[src/rtl/serbus_pkg.sv]
package serbus_pkg;
  localparam logic [7:0] CMD_WRITE = 8'h01;
  localparam logic [7:0] CMD_READ  = 8'h02;

  typedef enum logic [2:0] {
    S_IDLE, S_LEN, S_ADDR, S_WDAT, S_WBUS, S_RBUS, S_RSEND
  } bstate_t;

  // strobes from control to datapath
  typedef struct packed {
    logic loadLen;
    logic shiftAddr;
    logic shiftWord;
    logic loadRead;
    logic shiftTx;
    logic advance;
    logic clrByte;
    logic incByte;
  } dpCmd_t;
endpackage

[src/rtl/serbus_dp.sv]
module serbus_dp
  import serbus_pkg::*;
#(
  parameter int ADDR_W = 32,
  parameter int DATA_W = 32,
  parameter int LEN_W  = 8
) (
  input  logic              clk,
  input  logic              rst,
  input  dpCmd_t            cmd,
  input  logic [7:0]        rxData,
  input  logic [DATA_W-1:0] busDatR,
  output logic [ADDR_W-1:0] addrQ,
  output logic [DATA_W-1:0] dataQ,
  output logic [7:0]        txByte,
  output logic              lastAddrByte,
  output logic              lastDataByte,
  output logic              lenZero,
  output logic              lenLast
);
  localparam int ABYTES = ADDR_W / 8;
  localparam int DBYTES = DATA_W / 8;
  localparam int MAXB   = (ABYTES > DBYTES) ? ABYTES : DBYTES;
  localparam int CNT_W  = (MAXB > 1) ? $clog2(MAXB) : 1;

  logic [CNT_W-1:0] byteCnt;
  logic [LEN_W-1:0] lenQ;

  always_ff @(posedge clk) begin
    if (rst) begin
      addrQ   <= '0;
      dataQ   <= '0;
      lenQ    <= '0;
      byteCnt <= '0;
    end else begin
      if (cmd.loadLen)   lenQ  <= LEN_W'(rxData);
      if (cmd.shiftAddr) addrQ <= {addrQ[ADDR_W-9:0], rxData};
      if (cmd.shiftWord) dataQ <= {dataQ[DATA_W-9:0], rxData};
      else if (cmd.loadRead) dataQ <= busDatR;
      else if (cmd.shiftTx)  dataQ <= {dataQ[DATA_W-9:0], 8'h00};
      if (cmd.advance) begin
        addrQ <= addrQ + 1'b1;
        lenQ  <= lenQ - 1'b1;
      end
      if (cmd.clrByte)      byteCnt <= '0;
      else if (cmd.incByte) byteCnt <= byteCnt + 1'b1;
    end
  end

  assign txByte       = dataQ[DATA_W-1 -: 8];
  assign lastAddrByte = (byteCnt == CNT_W'(ABYTES - 1));
  assign lastDataByte = (byteCnt == CNT_W'(DBYTES - 1));
  assign lenZero      = (lenQ == '0);
  assign lenLast      = (lenQ == LEN_W'(1));
endmodule

[src/rtl/serbus_ctrl.sv]
module serbus_ctrl
  import serbus_pkg::*;
(
  input  logic       clk,
  input  logic       rst,
  input  logic [7:0] rxData,
  input  logic       rxValid,
  input  logic       txReady,
  input  logic       busAck,
  input  logic       lastAddrByte,
  input  logic       lastDataByte,
  input  logic       lenZero,
  input  logic       lenLast,
  output logic       rxReady,
  output logic       txValid,
  output logic       busCyc,
  output logic       busStb,
  output logic       busWe,
  output dpCmd_t     cmd
);
  bstate_t state, nextState;
  logic    readOp;

  always_ff @(posedge clk) begin
    if (rst) begin
      state  <= S_IDLE;
      readOp <= 1'b0;
    end else begin
      state <= nextState;
      if (state == S_IDLE && rxValid) readOp <= (rxData == CMD_READ);
    end
  end

  always_comb begin
    nextState = state;
    cmd       = '0;
    rxReady   = 1'b0;
    txValid   = 1'b0;
    busCyc    = 1'b0;
    busStb    = 1'b0;
    busWe     = 1'b0;
    unique case (state)
      S_IDLE: begin
        rxReady = 1'b1;
        if (rxValid && (rxData == CMD_WRITE || rxData == CMD_READ))
          nextState = S_LEN;
      end
      S_LEN: begin
        rxReady = 1'b1;
        if (rxValid) begin
          cmd.loadLen = 1'b1;
          cmd.clrByte = 1'b1;
          nextState   = S_ADDR;
        end
      end
      S_ADDR: begin
        rxReady = 1'b1;
        if (rxValid) begin
          cmd.shiftAddr = 1'b1;
          if (lastAddrByte) begin
            cmd.clrByte = 1'b1;
            nextState   = lenZero ? S_IDLE : (readOp ? S_RBUS : S_WDAT);
          end else begin
            cmd.incByte = 1'b1;
          end
        end
      end
      S_WDAT: begin
        rxReady = 1'b1;
        if (rxValid) begin
          cmd.shiftWord = 1'b1;
          cmd.incByte   = 1'b1;
          if (lastDataByte) nextState = S_WBUS;
        end
      end
      S_WBUS: begin
        busCyc = 1'b1;
        busStb = 1'b1;
        busWe  = 1'b1;
        if (busAck) begin
          cmd.advance = 1'b1;
          nextState   = lenLast ? S_IDLE : S_WDAT;
        end
      end
      S_RBUS: begin
        busCyc = 1'b1;
        busStb = 1'b1;
        if (busAck) begin
          cmd.advance  = 1'b1;
          cmd.loadRead = 1'b1;
          cmd.clrByte  = 1'b1;
          nextState    = S_RSEND;
        end
      end
      S_RSEND: begin
        txValid = 1'b1;
        if (txReady) begin
          cmd.shiftTx = 1'b1;
          cmd.incByte = 1'b1;
          if (lastDataByte) nextState = lenZero ? S_IDLE : S_RBUS;
        end
      end
      default: nextState = S_IDLE;
    endcase
  end
endmodule

[src/rtl/serbus_bridge.sv]
module serbus_bridge
  import serbus_pkg::*;
#(
  parameter int ADDR_W = 32,
  parameter int DATA_W = 32,
  parameter int LEN_W  = 8
) (
  input  logic              clk,
  input  logic              rst,
  input  logic [7:0]        rxData,
  input  logic              rxValid,
  output logic              rxReady,
  output logic [7:0]        txData,
  output logic              txValid,
  input  logic              txReady,
  output logic [ADDR_W-1:0] busAdr,
  output logic [DATA_W-1:0] busDatW,
  input  logic [DATA_W-1:0] busDatR,
  output logic [DATA_W/8-1:0] busSel,
  output logic              busWe,
  output logic              busCyc,
  output logic              busStb,
  input  logic              busAck
);
  dpCmd_t cmd;
  logic   lastAddrByte, lastDataByte, lenZero, lenLast;

  serbus_ctrl u_ctrl (
    .clk(clk), .rst(rst), .rxData(rxData), .rxValid(rxValid),
    .txReady(txReady), .busAck(busAck),
    .lastAddrByte(lastAddrByte), .lastDataByte(lastDataByte),
    .lenZero(lenZero), .lenLast(lenLast),
    .rxReady(rxReady), .txValid(txValid), .busCyc(busCyc),
    .busStb(busStb), .busWe(busWe), .cmd(cmd)
  );

  serbus_dp #(.ADDR_W(ADDR_W), .DATA_W(DATA_W), .LEN_W(LEN_W)) u_dp (
    .clk(clk), .rst(rst), .cmd(cmd), .rxData(rxData), .busDatR(busDatR),
    .addrQ(busAdr), .dataQ(busDatW), .txByte(txData),
    .lastAddrByte(lastAddrByte), .lastDataByte(lastDataByte),
    .lenZero(lenZero), .lenLast(lenLast)
  );

  assign busSel = '1;
endmodule

[config.mk]
export PLATFORM = sky130hd
export DESIGN_NAME = serbus_bridge
export DESIGN_NICKNAME = d
export VERILOG_FILES = /design/src/rtl/serbus_pkg.sv /design/src/rtl/serbus_dp.sv /design/src/rtl/serbus_ctrl.sv /design/src/rtl/serbus_bridge.sv
export SDC_FILE = /design/constraint.sdc
export NUM_CORES = 1
export LEC_CHECK = 0
export BUFFER_PORTS_ARGS = -buffer_cell sky130_fd_sc_hd__buf_2
export CORE_ASPECT_RATIO = 1.1
export CORE_MARGIN = 5
export CORE_UTILIZATION = 40
export DETAILED_ROUTE_END_ITERATION = 6
export PLACE_DENSITY = 0.69
export RECOVER_POWER = 50
export SLEW_MARGIN = 0
export SYNTH_ARGS = -nofsm -noshare
export SYNTH_HDL_FRONTEND = slang
export SYNTH_SLANG_ARGS = --single-unit
[constraint.sdc]
create_clock -name clk -period 2.2 [get_ports clk]
set_input_delay 0.66 -clock clk [delete_from_list [all_inputs] [get_ports clk]]
set_output_delay 0.66 -clock clk [all_outputs]
set_load 0.02 [all_outputs]
==> key figures, run 1 <==
Status
  • Outcome: finished, violations left
  • Failing checks: design-rule violations

STA
  • Tightest Pin Transition: between 800 and 900 ps
  • Clock skew: 9.85 ps
  • Final Hold Fails: 0
  • Final-report setup violation count: 0
  • RSZ-0062 raised after global routing: no
  • Tmin final: 2100 ps
  • Final WS setup: 98.8 ps
  • F_max: 0.476 GHz
  • Max transition margin: 41.1%
  • Final Max Slew Viols: 0
  • Hold_ws: between 400 and 500 ps
  • Fin crit share: 95.5%

Layout
  • Area Overhead vs Synth: 25.4%
  • Final core utilization: 51.7%
  • Share of layout cells above drive strength 1: approximately 18%
  • Ant. Diodes: 0
  • NumNets Final: 724

Synth
  • Combinational family with the most area after synthesis: simple AND/OR/NAND/NOR gates
  • Multiplexer share of the synthesized area: 1.25%
  • Flops & latches, synth: 78
  • Post-synthesis adder-cell area fraction: 1.16%
  • Synthesis Warnings: 0
  • Prevailing post-synth register cell: dfxtp_1
  • Compound-Gate Fraction of Synth Area: 22.9%
  • Post-synth EDFFs: 0
  • Count of different cell masters after synthesis: 60
  • XOR/XNOR share of the synthesized area: 2.44%
  • Post-synthesis cell area: 4300 µm²
  • Simple-Gate Fraction of Synth Area: between 20% and 30%
  • Syn Area/Cell: 7.71 µm²
  • Post-synth ARST share: 0%
  • Part of the Yosys area used for sequential elements: ~36%
  • Cells after synthesis: 558

Power and ir drop
  • Net Switching: 1.34 mW
  • Int Pwr: 2.92 mW
  • Lkg Pwr: 1.83 nW
  • Switching part of the total: 31.4%
  • Pwr dens: 789 nW/µm²
  • VDD IR-drop max: 0.372 mV
  • Clock Power Share: 38.4%
  • Combinational share of power: 22.6%
  • Total chip power: 4.26 mW
  • Reg power frac: roughly two fifths

Routing
  • Via density: 5.70
  • Vias: 4,694
  • Routed Antenna Nets: 0
  • Initial DRC Count: 357
  • 1st-pass router iterations: 7
  • Drt wl/cell: 16.3 µm
  • Final wirelength: ~13,000 µm
  • Drt drc: 1

Floorplanning
  • Full die area: 12,900 µm²
  • IO Pins: 126
  • Initial Util: 41.2%
  • Row count: 39
  • Die H: 119 µm
  • Core area: 10,400 µm²
  • Width of the die: 109 µm

CTS
  • Total clock sinks: a little under 80
  • CTS Buf Count: 9
  • H-tree depth: 3
  • Root Buffer: clkbuf_16
  • CTS max path bufs: 2
  • CTS tree: done
  • Hold-fix buffers, CTS: 0
  • Clk slew on worst S/H paths: 70 ps
  • Worst-skew pair later-pin latency: 330 ps

Run
  • Max Cap Violations: 0

Global routing
  • Grt ovf: 0
  • GRT Total Usage: 20.2%
  • Largest net degree at the start of global routing: 49
  • Vias in the first global route: about 4,300
  • First-pass GRT wire length: approximately 21,000 µm
  • Initial antenna violation count: 0

Critical path
  • Nature of the critical path startpoint: flop
  • Crit path buffers/inverters: 3
  • FF-to-FF setup slack: 110 ps
  • WP data required: 1540 ps
  • CP Cell Sequence: buf_4 -> inv_1 -> nor3_2 -> buf_2
  • Crit-path max cell delay: 330 ps
  • CP Capture Type: output pin
  • Delay-heaviest family, CP: buffers and inverters
  • Crit path max-delay cell type: dfxtp_1
  • Max Fanout on Critical Path: 16
  • Worst path arrival time: 1440 ps
  • Crit Path Category: flop to output pin

Placement
  • Port bufs: 121
  • GP Congestion: about 0.83
  • Dpl hpwl: a little under 10,000 µm
  • Post-place setup slack: -28.2 ps

Hold path
  • Hold Path Class: flop to flop
## kinds of logic after synthesis
| logic type | count (synthesis) |
|---|---|
| compound gates | 136 |
| xor+xnor | 12 |
| fa+ha+maj | 4 |
| buf+inv | 65 |
| flops | 78 |
| mux | 5 |
| other cells | 1 |
| simple gates | 257 |
## metrics by stage
step / TNS (ps) / instance area [µm²] / cells
after floorplan: 0 / 4310 / 561
after global placement: -42.0 / 5150 / 807
after detailed placement: -78.6 / 5150 / 807
after CTS: 0 / 5490 / 823
after global routing: 0 / 5400 / 823
final: 0 / 5400 / 823
## synth_stat cells (all sizes together), types with 3 or more instances
library cell	n	area [µm²]
a211oi	3	22.5
a21oi	38	190
a222oi	9	90.1
a22oi	4	30.0
a311oi	27	236
a31o	7	61.3
a31oi	9	56.3
and2	5	31.3
and3	3	18.8
and4	5	45.0
buf	26	168
clkbuf	29	110
dfxtp	78	1560
ha	4	50.1
inv	10	37.5
mux2	3	33.8
nand2	98	368
nand2b	4	25.0
nand3	23	115
nand3b	3	22.5
nand4	7	58.8
nor2	56	210
nor2b	5	31.3
nor3	25	125
nor4	11	90.1
o211ai	7	52.6
o21a	3	22.5
o21ai	10	50.1
or3	8	50.1
xnor2	10	87.6
## layout by cell type (no fill, tap or decap), types with 3 or more instances in the layout
cell type | synthesis | layout
buf_2 | 11 | 52
and4_1 | 4 | 4
dfxtp_1 | 78 | 78
nor2_1 | 56 | 56
clkbuf_16 | 0 | 9
buf_4 | 13 | 30
o211ai_1 | 7 | 7
a31oi_1 | 9 | 9
conb_1 | 1 | 4
clkbuf_1 | 28 | 70
and2_1 | 5 | 4
nor2b_1 | 5 | 5
a31o_2 | 7 | 7
inv_1 | 10 | 10
or3_1 | 8 | 8
a211oi_1 | 3 | 3
nor3_1 | 25 | 23
o21a_1 | 3 | 3
nand3_1 | 23 | 23
nand2b_1 | 4 | 4
nand2_1 | 98 | 98
a22oi_1 | 4 | 4
a311oi_1 | 27 | 27
nand4_1 | 6 | 6
buf_12 | 0 | 4
a222oi_1 | 9 | 9
xnor2_1 | 10 | 10
a21oi_1 | 38 | 38
o21ai_0 | 10 | 10
nand3b_1 | 3 | 3
ha_1 | 4 | 4
and3_1 | 3 | 3
mux2_2 | 3 | 3
nor4_1 | 9 | 9
## layer usage
layer,vias to the layer above,track usage (%),wire length [µm]
met4,0,5.52,100
met3,11,3.54,1000
li1,2267,-,-
met2,167,33.0,6350
met1,2249,27.3,5950
met5,-,0,0
## power groups by stage
stage	logic (mW)	clock network (mW)	registers, mW
2_1_floorplan	0.549	0	1.76
3_3_place_gp	0.960	0	1.68
3_5_place_dp	0.979	0	1.68
4_1_cts	0.985	1.67	1.65
5_1_grt	1.06	1.74	1.67
6_report	0.962	1.64	1.66
## flip-flops by register name (all words and copies together), names as in the netlist
| register | flops |
|---|---|
| u_dp.lenQ | 8 |
| u_dp.dataQ | 32 |
| u_ctrl.state | 3 |
| u_ctrl.readOp | 1 |
| u_dp.byteCnt | 2 |
| u_dp.addrQ | 32 |
## worst paths after layout
check        cells past startpoint             end             from
min                              2   u_ctrl.readOp    u_ctrl.readOp
max reg2reg                      6  u_dp.addrQ[28]    u_dp.addrQ[0]
max                              4         txValid  u_ctrl.state[2]
min reg2reg                      2   u_ctrl.readOp    u_ctrl.readOp
## worst reg2reg max path: cells and delay by family (launching register included)
kind	cells	cell delay [ps]
fa+ha+maj	1	250
simple gates	5	1240
flops	1	480
## area by class of cell
type                    instances  area (µm²)
clock inverters                 6        93.8
well taps                     143         179
flip-flops and latches         78        1560
inverters                      10        37.5
fillers                      1104        5050
repair buffers                158         838
multi-input cells             418        2450
clock buffers                  10         239
## what timing repair did
action,in CTS,in global routing
setup endpoints to repair,1,1
gates resized for setup,1,1
endpoints found under the hold margin,0,0
setup buffers,0,0
(Power assumes the default switching activity.)
==> run 2: changes to the inputs <==
CAP_MARGIN = 20   (was default)
SYNTH_HIERARCHICAL = 1   (was default)
==> run 2 against run 1 <==
Effect of this change: sequential power down 15%; utilization down 0.83 points; the flow now finishes without violations; cell count rose by 0.85%; total power shrank 31%; synthesized area grew 4.2%; setup slack improved by 37 ps.
==> key figures, run 2 <==
Synth
  • Cells after synthesis: 558
  • Count of different cell masters after synthesis: 55
  • Part of the Yosys area used for sequential elements: a little over a third
  • Flops & latches, synth: 78
  • Top-count cell post-synth: nor2_1
  • Prevailing post-synth register cell: dfxtp_1
  • Syn Area/Cell: 8.04 µm²
  • Commonest cells post-synth: nor2_1 (83), dfxtp_1 (78), a211oi_1 (45)
  • Post-synth ARST share: 0%
  • Post-synthesis cell area: 4480 µm²
  • Area leader, netlist: dfxtp_1
  • Synthesis Warnings: 6
  • Post-synth EDFFs: 0
  • Yosys top cell area share: 34.8%
  • Synth area leaders: dfxtp_1 (35%), a211oi_1 (7.5%), nor2_1 (6.9%), mux2i_1 (6.9%), a21oi_1 (4.8%)

STA
  • Setup tns final: 0 ps
  • Tmin final: 2060 ps
  • Clock skew: 4.88 ps
  • Final WS setup: 136 ps
  • Final Max Slew Viols: 0
  • Final Hold Fails: 0
  • Max transition margin: 57.5%
  • Final-report setup violation count: 0
  • F_max: 0.484 GHz
  • RSZ-0062 raised after global routing: no
  • Fin crit share: 93.8%
  • Tightest Pin Transition: 632 ps

CTS
  • CTS max path bufs: 2
  • Clk slew on worst S/H paths: 60 ps
  • H-tree depth: 3
  • Setup repair bufs after CTS: 0
  • Root Buffer: clkbuf_16
  • CTS Buf Count: 9
  • Post-CTS Resized: 0
  • Worst-skew pair later-pin latency: 330 ps
  • Total clock sinks: 78
  • CTS tree: done
  • Hold-fix buffers, CTS: 0

Floorplanning
  • Full die area: roughly 13,000 µm²
  • Initial Util: roughly two fifths
  • Core area: between 10,000 and 15,000 µm²
  • Width of the die: around 110 µm
  • Die H: 121 µm
  • Row count: 40
  • IO Pins: 126

Placement
  • Port bufs: 121
  • Post-place setup slack: -122 ps
  • Post-placement cell count: 816
  • GP Congestion: 0.869
  • Dpl hpwl: 9670 µm

Routing
  • Via density: about 5.5
  • Initial DRC Count: 383
  • Final wirelength: around 13,000 µm
  • Vias: between 4,000 and 5,000
  • Routed Antenna Nets: 0
  • 1st-pass router iterations: 5
  • Drt drc: 0
  • Drt wl/cell: ~16 µm

Critical path
  • Nature of the critical path startpoint: flop
  • CP Capture Type: flop
  • Crit Path Category: flop to flop
  • Worst path arrival time: 2280 ps
  • FF-to-FF setup slack: ~140 ps
  • WP data required: 2420 ps
  • Max Fanout on Critical Path: 7

Power and ir drop
  • Lkg Pwr: 2.03 nW
  • Pwr dens: 524 nW/µm²
  • VDD IR-drop max: 0.303 mV

Global routing
  • Largest net degree at the start of global routing: 49
  • Grt ovf: 0
  • Vias in the first global route: around 4,300
  • GRT Total Usage: 18.9%
  • Initial antenna violation count: 0
  • First-pass GRT wire length: 21,400 µm

Layout
  • Ant. Diodes: 0
  • NumNets Final: 730
  • Largest regs: u_dp/addrQ x32, u_dp/dataQ x32, u_dp/lenQ x8
  • Final std cells w/o fill: 830
  • Area Overhead vs Synth: 24.2%
  • Share of layout cells above drive strength 1: 17.3%
  • Most frequent cells in the layout: nor2_1 (82), dfxtp_1 (77), clkbuf_1 (74), buf_2 (49), a211oi_1 (45)
  • Commonest non-fill, non-tap cell in the layout: nor2_1

Status
  • Outcome: finished clean

Hold path
  • Hold Path Class: flop to flop

Run
  • Max Cap Violations: 0
[run 2: cell families after synthesis]
| family | Yosys count | synth area share [%] |
|---|---|---|
| AOI/OAI and AO/OA | 139 | 20.6 |
| xor gates and xnor gates | 16 | 3.13 |
| and+or+nand+nor | 216 | 25.2 |
| DFF | 78 | 34.8 |
| buffers and inverters | 69 | 7.09 |
| adders and majority gates | 5 | 1.40 |
| other | 1 | 0.0836 |
| muxes | 34 | 7.67 |
[run 2: report_power, final]
group | switching, mW | internal (mW) | total (mW)
Sequential | 0.000616 | 1.41 | 1.41
Clock | 0.547 | 0.842 | 1.39
Combinational | 0.0680 | 0.0471 | 0.115
[run 2: layout make-up]
cell class / count / area [µm²]
clock inverter: 1 / 5.00
tap: 147 / 184
multi-input combinational: 414 / 2620
timing repair buffer: 162 / 870
sequential: 78 / 1560
clock buffer: 13 / 270
fill: 1096 / 5390
inverter: 15 / 56.3
[run 2: final timing paths]
check / start / end / cells past startpoint
max: u_dp/addrQ[3] / u_dp/addrQ[21] / 6
min: u_dp/lenQ[6] / u_dp/lenQ[6] / 2
max reg2reg: u_dp/addrQ[3] / u_dp/addrQ[21] / 6
min reg2reg: u_dp/lenQ[6] / u_dp/lenQ[6] / 2
[run 2: critical path, cell delays in order, from the launching register on]
cell      delay, ps
dfxtp_1         500
nand4_2         270
nor4_4          390
buf_4           190
nand4_1         110
xor2_1          170
a211oi_1        320
[run 2: per-layer routing]
metal	global-route usage (%)	part of all wire (%)	up-vias
met3	2.99	5.8	24
met2	32.3	48	162
met1	23.7	43	2119
met5	0	0	-
li1	-	-	2249
met4	7.62	2.2	0
[run 2: per-stage QoR]
stage          hold WS, ps  power (mW)  util [%]  cell area, µm²
3_3_place_gp           465        1.56      49.2            5390
2_1_floorplan          450        1.49         -            4500
3_5_place_dp           482        1.56      49.2            5390
4_1_cts                490        2.95      51.7            5670
5_1_grt                520        3.01      50.8            5570
6_report               490        2.92      50.8            5570
